## config.mk

```make
export PLATFORM = sky130hd
export DESIGN_NAME = txring_reader
export DESIGN_NICKNAME = d
export VERILOG_FILES = /design/src/rtl/txring_pkg.sv /design/src/rtl/txring_byte_sel.sv /design/src/rtl/txring_wb_word.sv /design/src/rtl/txring_fsm.sv /design/src/rtl/txring_reader.sv
export SDC_FILE = /design/constraint.sdc
export NUM_CORES = 1
export LEC_CHECK = 0
export BUFFER_PORTS_ARGS = -buffer_cell sky130_fd_sc_hd__buf_4
export CAP_MARGIN = 5
export CORE_MARGIN = 4
export CORE_UTILIZATION = 43
export DETAILED_ROUTE_END_ITERATION = 8
export SETUP_SLACK_MARGIN = 0.02
export SYNTH_ARGS = -nofsm -noshare
export SYNTH_HDL_FRONTEND = slang
export SYNTH_SLANG_ARGS = --single-unit
```

## constraint.sdc

```tcl
create_clock -name clk -period 10.5 [get_ports clk]
set_input_delay 2.625 -clock clk [delete_from_list [all_inputs] [get_ports clk]]
set_output_delay 2.625 -clock clk [all_outputs]
set_load 0.005 [all_outputs]
```

## src/rtl/txring_pkg.sv

```systemverilog
package txring_pkg;
    localparam int WORD_W     = 32;
    localparam int BYTE_W     = 8;
    localparam int LANES      = WORD_W / BYTE_W;
    localparam int LANE_W     = $clog2(LANES);
    localparam int LEN_W      = 14;
    localparam int DESC_BYTES = 8;
    localparam int CTRL_OFS   = 4;

    // Control word field positions (decoded by software as well)
    localparam int BIT_USED    = 31;
    localparam int BIT_WRAP    = 30;
    localparam int BIT_CORRUPT = 27;
    localparam int BIT_NOCRC   = 16;
    localparam int BIT_LAST    = 15;

    typedef enum logic [2:0] {
        ST_IDLE,
        ST_RD_ADDR,
        ST_RD_CTRL,
        ST_DECODE,
        ST_DATA_RD,
        ST_DATA_CAP,
        ST_EMIT,
        ST_WRITEBACK
    } ring_state_e;
endpackage

```

## src/rtl/txring_byte_sel.sv

```systemverilog
module txring_byte_sel
    import txring_pkg::*;
(
    input  logic [WORD_W-1:0] word_i,
    input  logic [LANE_W-1:0] lane_i,
    output logic [BYTE_W-1:0] byte_o
);
    logic [BYTE_W-1:0] lane_bytes [LANES];

    for (genvar g = 0; g < LANES; g++) begin : g_lane
        assign lane_bytes[g] = word_i[g*BYTE_W +: BYTE_W];
    end

    assign byte_o = lane_bytes[lane_i];
endmodule

```

## src/rtl/txring_wb_word.sv

```systemverilog
module txring_wb_word
    import txring_pkg::*;
(
    input  logic [WORD_W-1:0] ctrl_i,
    input  logic              corrupt_i,
    output logic [WORD_W-1:0] word_o
);
    always_comb begin
        word_o = ctrl_i;
        word_o[BIT_USED] = 1'b1;
        if (corrupt_i) begin
            word_o[BIT_CORRUPT] = 1'b1;
        end
    end
endmodule

```

## src/rtl/txring_fsm.sv

```systemverilog
module txring_fsm
    import txring_pkg::*;
#(
    parameter int ADDR_W = 32,
    parameter int OFF_W  = 10
) (
    input  logic              clk,
    input  logic              rst_n,
    input  logic              tx_enable,
    input  logic              tx_start,
    input  logic              tx_halt,
    input  logic [ADDR_W-1:0] ring_base,
    input  logic [WORD_W-1:0] rd_data,
    output logic              rd_en,
    output logic [ADDR_W-1:0] rd_addr,
    output logic              wr_en,
    output logic [ADDR_W-1:0] wr_addr,
    output logic [WORD_W-1:0] wb_ctrl,
    output logic              wb_corrupt,
    output logic [WORD_W-1:0] cur_word,
    output logic [LANE_W-1:0] cur_lane,
    output logic              o_valid,
    output logic              o_sof,
    output logic              o_eof,
    output logic              o_no_crc,
    output logic              irq_done,
    output logic              irq_used,
    output logic              irq_corrupt,
    output logic              o_busy
);
    typedef struct packed {
        ring_state_e         st;
        logic [OFF_W-1:0]    off;
        logic [OFF_W-1:0]    first_off;
        logic [WORD_W-1:0]   first_ctrl;
        logic [ADDR_W-1:0]   buf_addr;
        logic [LEN_W-1:0]    remain;
        logic [WORD_W-1:0]   word;
        logic [LANE_W-1:0]   lane;
        logic                in_frame;
        logic                last;
        logic                no_crc;
        logic                sof_pend;
        logic                halt_pend;
    } ring_regs_t;

    localparam logic [OFF_W-1:0]  OFF_STEP  = OFF_W'(DESC_BYTES);
    localparam logic [ADDR_W-1:0] WORD_STEP = ADDR_W'(LANES);
    localparam logic [LANE_W-1:0] LANE_TOP  = LANE_W'(LANES - 1);
    localparam logic [LEN_W-1:0]  LEN_ONE   = LEN_W'(1);

    ring_regs_t r_d, r_q;

    logic [ADDR_W-1:0] desc_addr;
    logic [ADDR_W-1:0] first_ctrl_addr;
    logic [LEN_W-1:0]  dec_len;

    assign desc_addr       = ring_base + ADDR_W'(r_q.off);
    assign first_ctrl_addr = ring_base + ADDR_W'(r_q.first_off) + ADDR_W'(CTRL_OFS);
    assign dec_len         = rd_data[LEN_W-1:0];

    always_comb begin
        r_d         = r_q;
        rd_en       = 1'b0;
        rd_addr     = desc_addr;
        wr_en       = 1'b0;
        wr_addr     = first_ctrl_addr;
        wb_corrupt  = 1'b0;
        o_valid     = 1'b0;
        o_sof       = 1'b0;
        o_eof       = 1'b0;
        irq_done    = 1'b0;
        irq_used    = 1'b0;
        irq_corrupt = 1'b0;

        if (tx_halt && r_q.st != ST_IDLE) begin
            r_d.halt_pend = 1'b1;
        end

        case (r_q.st)
            ST_IDLE: begin
                if (tx_start) begin
                    r_d.st        = ST_RD_ADDR;
                    r_d.halt_pend = 1'b0;
                end
            end
            ST_RD_ADDR: begin
                rd_en    = 1'b1;
                rd_addr  = desc_addr;
                r_d.st   = ST_RD_CTRL;
            end
            ST_RD_CTRL: begin
                rd_en        = 1'b1;
                rd_addr      = desc_addr + ADDR_W'(CTRL_OFS);
                r_d.buf_addr = {rd_data[ADDR_W-1:LANE_W], {LANE_W{1'b0}}};
                r_d.st       = ST_DECODE;
            end
            ST_DECODE: begin
                if (rd_data[BIT_USED]) begin
                    irq_used = 1'b1;
                    if (r_q.in_frame) begin
                        wr_en       = 1'b1;
                        wb_corrupt  = 1'b1;
                        irq_corrupt = 1'b1;
                    end
                    r_d.in_frame = 1'b0;
                    r_d.st       = ST_IDLE;
                end else begin
                    if (!r_q.in_frame) begin
                        r_d.in_frame   = 1'b1;
                        r_d.first_off  = r_q.off;
                        r_d.first_ctrl = rd_data;
                        r_d.no_crc     = rd_data[BIT_NOCRC];
                        r_d.sof_pend   = 1'b1;
                    end
                    r_d.last   = rd_data[BIT_LAST];
                    r_d.remain = dec_len;
                    r_d.lane   = '0;
                    r_d.off    = rd_data[BIT_WRAP] ? '0 : r_q.off + OFF_STEP;
                    if (dec_len != '0) begin
                        r_d.st = ST_DATA_RD;
                    end else if (rd_data[BIT_LAST]) begin
                        r_d.st = ST_WRITEBACK;
                    end else begin
                        r_d.st = ST_RD_ADDR;
                    end
                end
            end
            ST_DATA_RD: begin
                rd_en   = 1'b1;
                rd_addr = r_q.buf_addr;
                r_d.st  = ST_DATA_CAP;
            end
            ST_DATA_CAP: begin
                r_d.word = rd_data;
                r_d.st   = ST_EMIT;
            end
            ST_EMIT: begin
                o_valid      = 1'b1;
                o_sof        = r_q.sof_pend;
                o_eof        = r_q.last && (r_q.remain == LEN_ONE);
                r_d.sof_pend = 1'b0;
                r_d.remain   = r_q.remain - LEN_ONE;
                if (r_q.remain == LEN_ONE) begin
                    r_d.st = r_q.last ? ST_WRITEBACK : ST_RD_ADDR;
                end else if (r_q.lane == LANE_TOP) begin
                    r_d.lane     = '0;
                    r_d.buf_addr = r_q.buf_addr + WORD_STEP;
                    r_d.st       = ST_DATA_RD;
                end else begin
                    r_d.lane = r_q.lane + LANE_W'(1);
                end
            end
            ST_WRITEBACK: begin
                wr_en        = 1'b1;
                irq_done     = 1'b1;
                r_d.in_frame = 1'b0;
                if (r_q.halt_pend || tx_halt) begin
                    r_d.st        = ST_IDLE;
                    r_d.halt_pend = 1'b0;
                end else begin
                    r_d.st = ST_RD_ADDR;
                end
            end
            default: r_d.st = ST_IDLE;
        endcase

        if (!tx_enable) begin
            r_d.st        = ST_IDLE;
            r_d.off       = '0;
            r_d.in_frame  = 1'b0;
            r_d.halt_pend = 1'b0;
        end
    end

    always_ff @(posedge clk or negedge rst_n) begin
        if (!rst_n) begin
            r_q <= '{st: ST_IDLE, default: '0};
        end else begin
            r_q <= r_d;
        end
    end

    assign wb_ctrl  = r_q.first_ctrl;
    assign cur_word = r_q.word;
    assign cur_lane = r_q.lane;
    assign o_no_crc = o_valid & r_q.no_crc;
    assign o_busy   = (r_q.st != ST_IDLE);
endmodule

```

## src/rtl/txring_reader.sv

```systemverilog
module txring_reader
    import txring_pkg::*;
#(
    parameter int ADDR_W = 32,
    parameter int OFF_W  = 10
) (
    input  logic              clk,
    input  logic              rst_n,
    input  logic              tx_enable,
    input  logic              tx_start,
    input  logic              tx_halt,
    input  logic [ADDR_W-1:0] ring_base,
    output logic              mem_rd_en,
    output logic [ADDR_W-1:0] mem_rd_addr,
    input  logic [31:0]       mem_rd_data,
    output logic              mem_wr_en,
    output logic [ADDR_W-1:0] mem_wr_addr,
    output logic [31:0]       mem_wr_data,
    output logic              out_valid,
    output logic [7:0]        out_data,
    output logic              out_sof,
    output logic              out_eof,
    output logic              out_no_crc,
    output logic              irq_tx_done,
    output logic              irq_used_read,
    output logic              irq_tx_corrupt,
    output logic              busy
);
    logic [WORD_W-1:0] wb_ctrl;
    logic              wb_corrupt;
    logic [WORD_W-1:0] cur_word;
    logic [LANE_W-1:0] cur_lane;

    txring_fsm #(.ADDR_W(ADDR_W), .OFF_W(OFF_W)) u_fsm (
        .clk         (clk),
        .rst_n       (rst_n),
        .tx_enable   (tx_enable),
        .tx_start    (tx_start),
        .tx_halt     (tx_halt),
        .ring_base   (ring_base),
        .rd_data     (mem_rd_data),
        .rd_en       (mem_rd_en),
        .rd_addr     (mem_rd_addr),
        .wr_en       (mem_wr_en),
        .wr_addr     (mem_wr_addr),
        .wb_ctrl     (wb_ctrl),
        .wb_corrupt  (wb_corrupt),
        .cur_word    (cur_word),
        .cur_lane    (cur_lane),
        .o_valid     (out_valid),
        .o_sof       (out_sof),
        .o_eof       (out_eof),
        .o_no_crc    (out_no_crc),
        .irq_done    (irq_tx_done),
        .irq_used    (irq_used_read),
        .irq_corrupt (irq_tx_corrupt),
        .o_busy      (busy)
    );

    txring_byte_sel u_bsel (
        .word_i (cur_word),
        .lane_i (cur_lane),
        .byte_o (out_data)
    );

    txring_wb_word u_wbw (
        .ctrl_i    (wb_ctrl),
        .corrupt_i (wb_corrupt),
        .word_o    (mem_wr_data)
    );
endmodule

```

==> metrics.md, run 1 <==
| Metric | Value |
|---|---|
| Switching Fraction | 0.335 |
| Die area | 24400 um2 |
| Cell chosen for the clock root | clkbuf_16 |
| Pre-CTS setup slack | 1610 ps |
| Commonest cells in the netlist | dfrtp_1 (130), nand2_1 (111), a21oi_1 (77), mux2_2 (71), nor2_1 (68) |
| RSZ-0062 raised after global routing | false |
| Fmax | 111 MHz |
| Largest area contributor in the netlist | dfrtp_1 |
| Layout Utilization | 0.531 |
| Initial antenna violation count | 2 |
| Wire length per cell | 20.5 um |
| Diodes inserted | 0 |
| Reg power frac | 0.411 |
| Crit. End Element | output port |
| Die height | 156 um |
| Post-synth top area share | 0.344 |
| Final nets | 1281 |
| CTS tree | yes |
| Cells along the critical path | buf_4 -> ha_1 -> nand4_1 -> o31ai_2 -> o211ai_1 -> mux2_2 -> nor4_1 -> nand4_1 -> or3_1 -> a221o_1 -> buf_4 |
| Maximum vdd drop | 0.116 mV |
| DP Wirelength | 22.4 mm |
| # H-tree levels | 4 |
| Worst-path clk slew | 60 ps |
| Port Buffers | 181 |
| Final Hold Fails | 0 |
| Sum Neg Setup Slack | 0 ps |
| Psw | 686 uW |
| Placed Instances | 1438 |
| Mapped Cells | 1068 |
| CTS Buf Count | 17 |
| Slowest-stage cell, CP | o31ai_2 |
| Row count | 53 |
| Postcts setup bufs | 0 |
| Largest cells by area after synthesis | dfrtp_1 (34%), mux2_2 (8.5%), nand2_1 (4.4%) |
| Finished Layout Cells | 1469 |
| Async S/R FF share, synth | 1.00 |
| Antenna viol nets, final | 0 |
| Post-synth top flop | dfrtp_1 |
| Worst reg2reg setup slack | 7360 ps |
| Int Pwr | 1.36 mW |
| Post-CTS resize count | 0 |
| Slew Limit Fails | 0 |
| Final period demand of the worst path | 8970 ps |
| Layout Skew | 11.3 ps |
| Worst-Skew Late Latency | 430 ps |
| Routed WL | 30.1 mm |
| Post-synthesis register bit count | 130 |
| Cell area after layout | 11300 um2 |
| Initial DRC Count | 565 |
| Data required time of the worst path | 7880 ps |
| Slew headroom | 0.234 |
| Startpoint Class | input pin |
| Share of layout cells above drive strength 1 | 0.281 |
| DRC Markers | 0 |
| Part of the Yosys area used for sequential elements | 0.344 |
| RD Place Congestion | 0.911 |
| Worst-Margin Slew | 1150 ps |
| Synth Warn # | 0 |
| Drt via density | 5.97 |
| PD cells | 181 nW/um2 |
| Tcrit/Tclk final | 0.855 |
| Syn Nets | 1167 |
| Arrival @ worst endpoint | 6350 ps |
| Max_cap viols | 0 |
| Setup Crit Path Kind | in -> out |
| Max Buffers Root-to-Sink | 2 |
| Synthesized cell area | 9460 um2 |
| Worst-path maximum fanout | 12 |
| Outcome | complete, no violations |
| Final setup vio count | 0 |
| Layout area overhead | 19.8% |
| Gr usage total | 0.242 |
| # hold bufs at CTS | 0 |
| Via total after detailed routing | 8764 |
| Crit-path max cell delay | 710 ps |
| Core Area | 21400 um2 |
| Gate power share | 0.294 |
| Clock share of power | 0.295 |
| Clock Sink Count | 130 |
| Post-DP Area | 10700 um2 |
| Initial DRT Pass Iterations | 5 |
| Post-synth EDFFs | 0 |
| Grt total ovfl | 0 |
| Fin worst setup slack | 1530 ps |
| Vias in the first global route | 8272 |
| # IOs | 183 |
| First-pass GRT wire length | 46.6 mm |
| Count leader, synth | dfrtp_1 |
| Die extent in x | 156 um |
| Mean Syn Cell Area | 8.86 um2 |
| HP Class | reg -> reg |
| Pleak | 4.78 nW |
| Unique masters post-synth | 85 |
| Starting Density | 0.443 |
| Largest net degree at the start of global routing | 67 |
[logic make-up (layout without fill, tap and decap cells)]
kind of cell / after synthesis / after routing / share of synthesized area
AOI/OAI and AO/OA: 270 / 270 / 0.191
xor gates and xnor gates: 56 / 56 / 0.0538
adders and majority gates: 31 / 31 / 0.0407
buffers and inverters: 118 / 244 / 0.0626
DFF: 130 / 130 / 0.344
muxes: 79 / 79 / 0.104
other: 2 / 2 / 0.000794
and+or+nand+nor: 382 / 382 / 0.204
[path summary, 6_finish.rpt]
path / startpoint / endpoint / cells after the start
setup reg to reg: u_fsm.r_q[139] / u_fsm.r_q[51] / 8
hold reg to reg: u_fsm.r_q[1] / u_fsm.r_q[1] / 2
max in group asynchronous: rst_n / u_fsm.cur_word[9] / 2
hold / removal: u_fsm.r_q[1] / u_fsm.r_q[1] / 2
setup / recovery: ring_base[7] / mem_rd_addr[30] / 11
min in group asynchronous: rst_n / u_fsm.r_q[74] / 1
[per-layer routing]
layer	vias up	track usage	wire length, um
met3	37	0.0495	1890
met2	301	0.377	13700
met1	4273	0.349	13900
met5	-	0	13
li1	4151	-	-
met4	2	0.0579	478
[power by group through the flow]
stage / combinational (mW) / clock [mW] / sequential (mW)
after global placement: 0.596 / 0 / 0.844
after detailed placement: 0.606 / 0 / 0.846
after floorplan: 0.434 / 0 / 0.773
final: 0.603 / 0.604 / 0.842
after CTS: 0.608 / 0.612 / 0.841
after global routing: 0.665 / 0.633 / 0.868
[cell usage in the layout, fill, tap and decap left out, types with 4 or more instances in the layout]
master,count
o221a_2,7
o211ai_1,14
buf_4,190
or3_1,14
nor2b_1,7
nand2_1,111
mux4_2,8
a21oi_1,76
a21o_1,9
a2bb2oi_1,6
a32oi_1,4
o21a_1,4
nor4_1,20
xnor2_1,31
and3_1,13
inv_1,22
dfrtp_1,130
o31ai_1,5
inv_6,6
mux2_2,71
o22ai_1,14
o21ai_0,62
nor3b_1,5
and2_1,15
nand3_1,47
nand2b_1,11
ha_1,30
nand4_1,28
a31oi_1,7
nor2_1,66
clkbuf_16,17
a22oi_1,10
nor3_1,20
xor2_1,24
[sequential cells by signal (all words and copies together) (netlist names)]
signal	cells
u_fsm.r_q	65
u_fsm.cur_word	32
u_fsm.wb_ctrl	31
u_fsm.cur_lane	2
[per-stage QoR]
| step | total power [mW] | hold WS [ps] |
|---|---|---|
| after floorplan | 1.21 | 454 |
| after global placement | 1.44 | 471 |
| after detailed placement | 1.45 | 481 |
| after CTS | 2.06 | 495 |
| after global routing | 2.17 | 518 |
| final | 2.05 | 491 |
[critical path: cells and delay by family]
family,cells,cell delay [ps]
AOI/OAI and AO/OA,3,1450
and+or+nand+nor,4,1180
adders and majority gates,1,440
muxes,1,390
buffers and inverters,2,250
[final cells by class]
class                           count  area, um2
Inverter                           23       86.3
Tap cell                          275        344
Timing Repair Buffer              190       1430
Sequential cell                   130       3250
Clock buffer                       17        425
Multi-Input combinational cell    820       5630
Clock inverter                     14        166
Fill cell                        2044      10000
No activity file was read; power rests on OpenSTA's default activity.
==> run 2, diff against run 1 <==
- ABC_AREA: default -> 1
==> metrics.md, run 2 <==
| Metric | Value |
|---|---|
| Outcome | complete, no violations |
| Post-synthesis register bit count | 130 |
| Diodes inserted | 0 |
| Drt via density | 5.33 |
| Syn Nets | 1669 |
| Finished Layout Cells | 2026 |
| Post-synth EDFFs | 0 |
| Arrival @ worst endpoint | 5100 ps |
| Max Buffers Root-to-Sink | 2 |
| Sum Neg Setup Slack | 0 ps |
| Worst-Margin Slew | 1080 ps |
| Hold EP | u_fsm.wb_ctrl[26] |
| Postcts setup bufs | 0 |
| Most common cell after layout, fill and taps aside | nand2_1 |
| R2R depth | 9 |
| Setup Crit Path Kind | in -> out |
| Routed WL | 35.7 mm |
| Post-CTS resize count | 0 |
| Mean Syn Cell Area | 6.66 um2 |
| DP Wirelength | 28.3 mm |
| Tcrit/Tclk final | 0.736 |
| Pleak | 6.20 nW |
| Wire length per cell | 17.6 um |
| Die extent in x | 164 um |
| Worst-Skew Late Latency | 420 ps |
| Cell chosen for the clock root | clkbuf_16 |
| Layout Skew | 13.2 ps |
| # IOs | 183 |
| Async S/R FF share, synth | 1.00 |
| Synthesized cell area | 10500 um2 |
| Slew Limit Fails | 0 |
| Synth Warn # | 0 |
| Most frequent cells in the layout | nand2_1 (386), inv_1 (210), buf_4 (189) |
| Placed Instances | 1994 |
| Mapped Cells | 1570 |
| Count leader, synth | nand2_1 |
| Via total after detailed routing | 10805 |
| First-pass GRT wire length | 56.3 mm |
| RSZ-0062 raised after global routing | false |
| Row count | 56 |
| Clock Sink Count | 130 |
| Data required time of the worst path | 7880 ps |
| Unique masters post-synth | 55 |
| Die area | 26900 um2 |
| Maximum vdd drop | 0.107 mV |
| Max_cap viols | 0 |
| Final period demand of the worst path | 7720 ps |
| Initial antenna violation count | 1 |
| Commonest cells in the netlist | nand2_1 (386), inv_1 (210), o21ai_0 (155), dfrtp_1 (130), nor2_1 (128) |
| Initial DRT Pass Iterations | 7 |
| Post-synth top area share | 0.311 |
| PD cells | 212 nW/um2 |
| FF-to-FF End | u_fsm.cur_lane[0] |
| Die height | 164 um |
| Startpoint Class | input pin |
| Final setup vio count | 0 |
| Port Buffers | 181 |
| Worst-path maximum fanout | 5 |
| RD Place Congestion | 0.946 |
| Grt total ovfl | 0 |
| Worst-path clk slew | 60 ps |
| Layout area overhead | 19.1% |
| Antenna viol nets, final | 0 |
| Crit Reg-Reg Startpoint | u_fsm.r_q[139] |
| Hold slack | 484 ps |
| Layout Utilization | 0.525 |
| # hold bufs at CTS | 0 |
| Worst Hold Launch | u_fsm.wb_ctrl[26] |
| # H-tree levels | 4 |
| Largest net degree at the start of global routing | 78 |
| Share of layout cells above drive strength 1 | 0.181 |
| HP Class | reg -> reg |
| Core Area | 23700 um2 |
| DRC Markers | 0 |
| Final nets | 1793 |
| Post-synth top flop | dfrtp_1 |
| Number of flip-flops in the largest register | 65 |
| CTS Buf Count | 17 |
| Largest cells by area after synthesis | dfrtp_1 (31%), nand2_1 (14%), inv_1 (7.5%) |
| CTS tree | yes |
| Most flops, register | u_fsm.r_q |
| Crit. End Element | output port |
| Worst reg2reg setup slack | 7600 ps |
| Slew headroom | 0.281 |
| Vias in the first global route | 10253 |
| Starting Density | 0.441 |
| Largest area contributor in the netlist | dfrtp_1 |
| Initial DRC Count | 1008 |
| Fmax | 129 MHz |
| Final Hold Fails | 0 |
| WHS Path Cells | 2 |
| Part of the Yosys area used for sequential elements | 0.311 |
| Gr usage total | 0.266 |
| Total chip power | 2.64 mW |
[run 2: critical path, stage by stage]
cell and delay [ps]:
buf_4 120, ha_1 280, ha_1 330, a21oi_1 100, nand2_1 100, a21oi_1 140
o21ai_1 220, a21oi_1 90, o21bai_1 360, nand2_1 110, nor2_2 290, nand2_1 90
nand2_1 70, nand2_1 50, buf_4 130
[run 2: metrics by stage]
| stage | setup WS (ps) | area (um2) |
|---|---|---|
| after floorplan | 3450 | 10500 |
| after global placement | 2850 | 11800 |
| after detailed placement | 2810 | 11800 |
| after CTS | 2810 | 12400 |
| after global routing | 2540 | 12400 |
| final | 2780 | 12400 |
[run 2: kinds of logic (layout without fill, tap and decap cells)]
| group | after synthesis | count (layout) | synth area share |
|---|---|---|---|
| AND/OR/NAND/NOR | 755 | 755 | 0.328 |
| buffers and inverters | 309 | 446 | 0.126 |
| AO/OA/AOI/OAI | 297 | 297 | 0.159 |
| flip-flops | 130 | 130 | 0.311 |
| XOR/XNOR | 47 | 47 | 0.0394 |
| adder cells (fa/ha/maj) | 30 | 30 | 0.0359 |
| other | 2 | 2 | 0.000718 |
[run 2: area by class of cell]
type	instances	area [um2]
flip-flops and latches	130	3250
well taps	319	399
clock buffers	18	439
inverters	225	846
repair buffers	189	1420
multi-input cells	1131	5900
fillers	2483	11200
clock inverters	14	189
[run 2: power breakdown]
| part | total, mW | leakage (nW) | internal [mW] | switching (mW) |
|---|---|---|---|---|
| clock | 0.641 | 0.303 | 0.388 | 0.253 |
| combinational | 1.09 | 4.35 | 0.473 | 0.616 |
| sequential | 0.909 | 1.56 | 0.722 | 0.188 |
| total | 2.64 | 6.20 | 1.58 | 1.06 |
[run 2: metal layers]
| layer | vias to the layer above | global-route usage | routed length, um |
|---|---|---|---|
| met4 | 0 | 0.0698 | 747 |
| li1 | 5363 | - | - |
| met3 | 39 | 0.0412 | 2380 |
| met2 | 377 | 0.423 | 16200 |
| met1 | 5026 | 0.380 | 16400 |
| met5 | - | 0 | 0 |
[run 2: worst max path at each step]
stage,startpoint,to,slack [ps],cells past startpoint
after floorplan,ring_base[4],mem_wr_addr[13],3450,11
after global placement,ring_base[9],mem_wr_addr[26],2850,13
after detailed placement,ring_base[9],mem_wr_addr[26],2810,13
after CTS,ring_base[4],mem_wr_addr[21],2810,15
after global routing,ring_base[9],mem_wr_addr[26],2540,13
final,ring_base[4],mem_wr_addr[29],2780,15
==> run 3, diff against run 2 <==
- ABC_AREA: 1 -> 0
- clock period: 10.5 -> 7.16 ns (I/O delays scaled with it)
==> metrics.md, run 3 (synthesis results as in run 1) <==
| Metric | Value |
|---|---|
| Wire length per cell | 20.4 um |
| Most frequent cells in the layout | buf_4 (197), dfrtp_1 (130), nand2_1 (111) |
| Share of layout cells above drive strength 1 | 0.285 |
| RD Place Congestion | 0.915 |
| Port Buffers | 181 |
| Final period demand of the worst path | 6800 ps |
| Cells along the critical path | buf_4 -> ha_1 -> a21o_1 -> a311o_1 -> a2111oi_4 -> nand2_1 -> nor4_1 -> nand4_1 -> or3_1 -> a221o_1 -> buf_4 |
| Clock Sink Count | 130 |
| Number of flip-flops in the largest register | 65 |
| Diodes inserted | 0 |
| Core Area | 21400 um2 |
| Arrival @ worst endpoint | 5010 ps |
| Grt total ovfl | 0 |
| Slew Limit Fails | 0 |
| Initial DRC Count | 817 |
| Antenna viol nets, final | 0 |
| Max_cap viols | 0 |
| Top delay family on crit path | compound AO/OA/AOI/OAI gates |
| Row count | 53 |
| PD cells | 263 nW/um2 |
| Gr usage total | 0.243 |
| Startpoint Class | input pin |
| HP Class | reg -> reg |
| Met3 Use GR | 0.0520 |
| Crit. End Element | output port |
| Crit path buf inv count | 2 |
| Die area | 24400 um2 |
| Vias in the first global route | 8316 |
| Final setup vio count | 0 |
| Total chip power | 3.00 mW |
| Max Buffers Root-to-Sink | 2 |
| DRC Markers | 0 |
| Slew headroom | 0.221 |
| DP Wirelength | 22.3 mm |
| Drt via density | 6.00 |
| Outcome | complete, no violations |
| Worst-Skew Late Latency | 420 ps |
| Initial antenna violation count | 1 |
| Die extent in x | 156 um |
| Sum Neg Setup Slack | 0 ps |
| Global-route track usage on met1 | 0.361 |
| # H-tree levels | 4 |
| # hold bufs at CTS | 0 |
| Layout Skew | 8.52 ps |
| Cell chosen for the clock root | clkbuf_16 |
| Fmax | 147 MHz |
| Largest net degree at the start of global routing | 74 |
| RSZ-0062 raised after global routing | false |
| CTS tree | yes |
| Crit-path max cell delay | 430 ps |
| Setup Crit Path Kind | in -> out |
| Die height | 156 um |
| Via total after detailed routing | 8851 |
| Most flops, register | u_fsm.r_q |
| First-pass GRT wire length | 46.8 mm |
| Tcrit/Tclk final | 0.950 |
| M2 GR Usage | 0.363 |
| Gr busiest metal | met2 |
| Pleak | 4.81 nW |
| Worst-Margin Slew | 1170 ps |
| Routed WL | 30.1 mm |
| Initial DRT Pass Iterations | 5 |
| Final nets | 1288 |
| Slowest-stage cell, CP | a311o_1 |
| Maximum vdd drop | 0.196 mV |
| Worst-path clk slew | 60 ps |
| Most common cell after layout, fill and taps aside | buf_4 |
| Cell mode on critical path | buf_4 |
| Layout area overhead | 20.3% |
| Worst-path maximum fanout | 5 |
| Final Hold Fails | 0 |
| Data required time of the worst path | 5370 ps |
| Starting Density | 0.443 |
| CTS Buf Count | 17 |
| # IOs | 183 |
[run 3: changes by cell type in the layout (fill, tap and decap cells not counted), sizes merged, moves of 11 or more]
| cell | change |
|---|---|
| a21oi | +28 |
| and2 | +16 |
| and3 | +15 |
| inv | -201 |
| mux2 | +71 |
| nand2 | -300 |
| nand2b | +11 |
| nand3 | -53 |
| nor2 | -86 |
| o21ai | -99 |
| o22ai | -17 |
| or3 | +14 |
| xnor2 | +23 |
| xor2 | -14 |
[run 3: per-stage QoR]
stage                util  setup slack (ps)  cell area (um2)  instances  hold slack [ps]
global route        0.533               126            11400       1476              512
detailed placement  0.506               234            10800       1445              486
finish              0.533               361            11400       1476              500
floorplan               -               899             9460       1068              454
global placement    0.506               329            10800       1445              475
CTS                 0.533               227            11400       1476              502
[run 3: final timing paths]
path                       depth (start not counted)          startpoint            endpoint  slack, ps
max                                               11        ring_base[4]     mem_rd_addr[30]        360
min                                                1  u_fsm.cur_word[18]  u_fsm.cur_word[18]        500
max reg2reg                                        8      u_fsm.r_q[139]       u_fsm.r_q[43]       4080
min reg2reg                                        1  u_fsm.cur_word[18]  u_fsm.cur_word[18]        500
max in group asynchronous                          2               rst_n   u_fsm.wb_ctrl[21]       4300
min in group asynchronous                          1               rst_n      u_fsm.r_q[126]       1520
[run 3: timing repair]
item | 4_1_cts | 5_1_grt
endpoints found under the setup margin | 0 | 1
gates resized for setup | 0 | 1
buffers inserted | 0 | 0
[run 3: where the power goes]
part / leakage, nW / switching (mW) / internal, mW / total [mW]
Clock: 0.276 / 0.357 / 0.518 / 0.875
Sequential: 1.56 / 0.245 / 0.985 / 1.23
Combinational: 2.98 / 0.397 / 0.493 / 0.890
[run 3: layout make-up]
| type | instances | area (um2) |
|---|---|---|
| inverter | 23 | 86.3 |
| multi-input combinational | 820 | 5630 |
| tap | 275 | 344 |
| fill | 2067 | 9980 |
| clock buffer | 18 | 429 |
| clock inverter | 13 | 151 |
| sequential | 130 | 3250 |
| timing repair buffer | 197 | 1480 |
[run 3: worst register-to-register path: cells and delay by family, from the launching register on]
kind            cells  cell delay (ps)
buf+inv             4             1300
compound gates      2              410
simple gates        2              720
flops               1              610
[run 3: metal layers]
metal  wire length [um]  up-vias  share of wire
met5                  0        -              0
met4                501        0          0.017
met3               2240       36          0.074
met2              13500      330           0.45
met1              13800     4326           0.46
li1                   -     4159              -
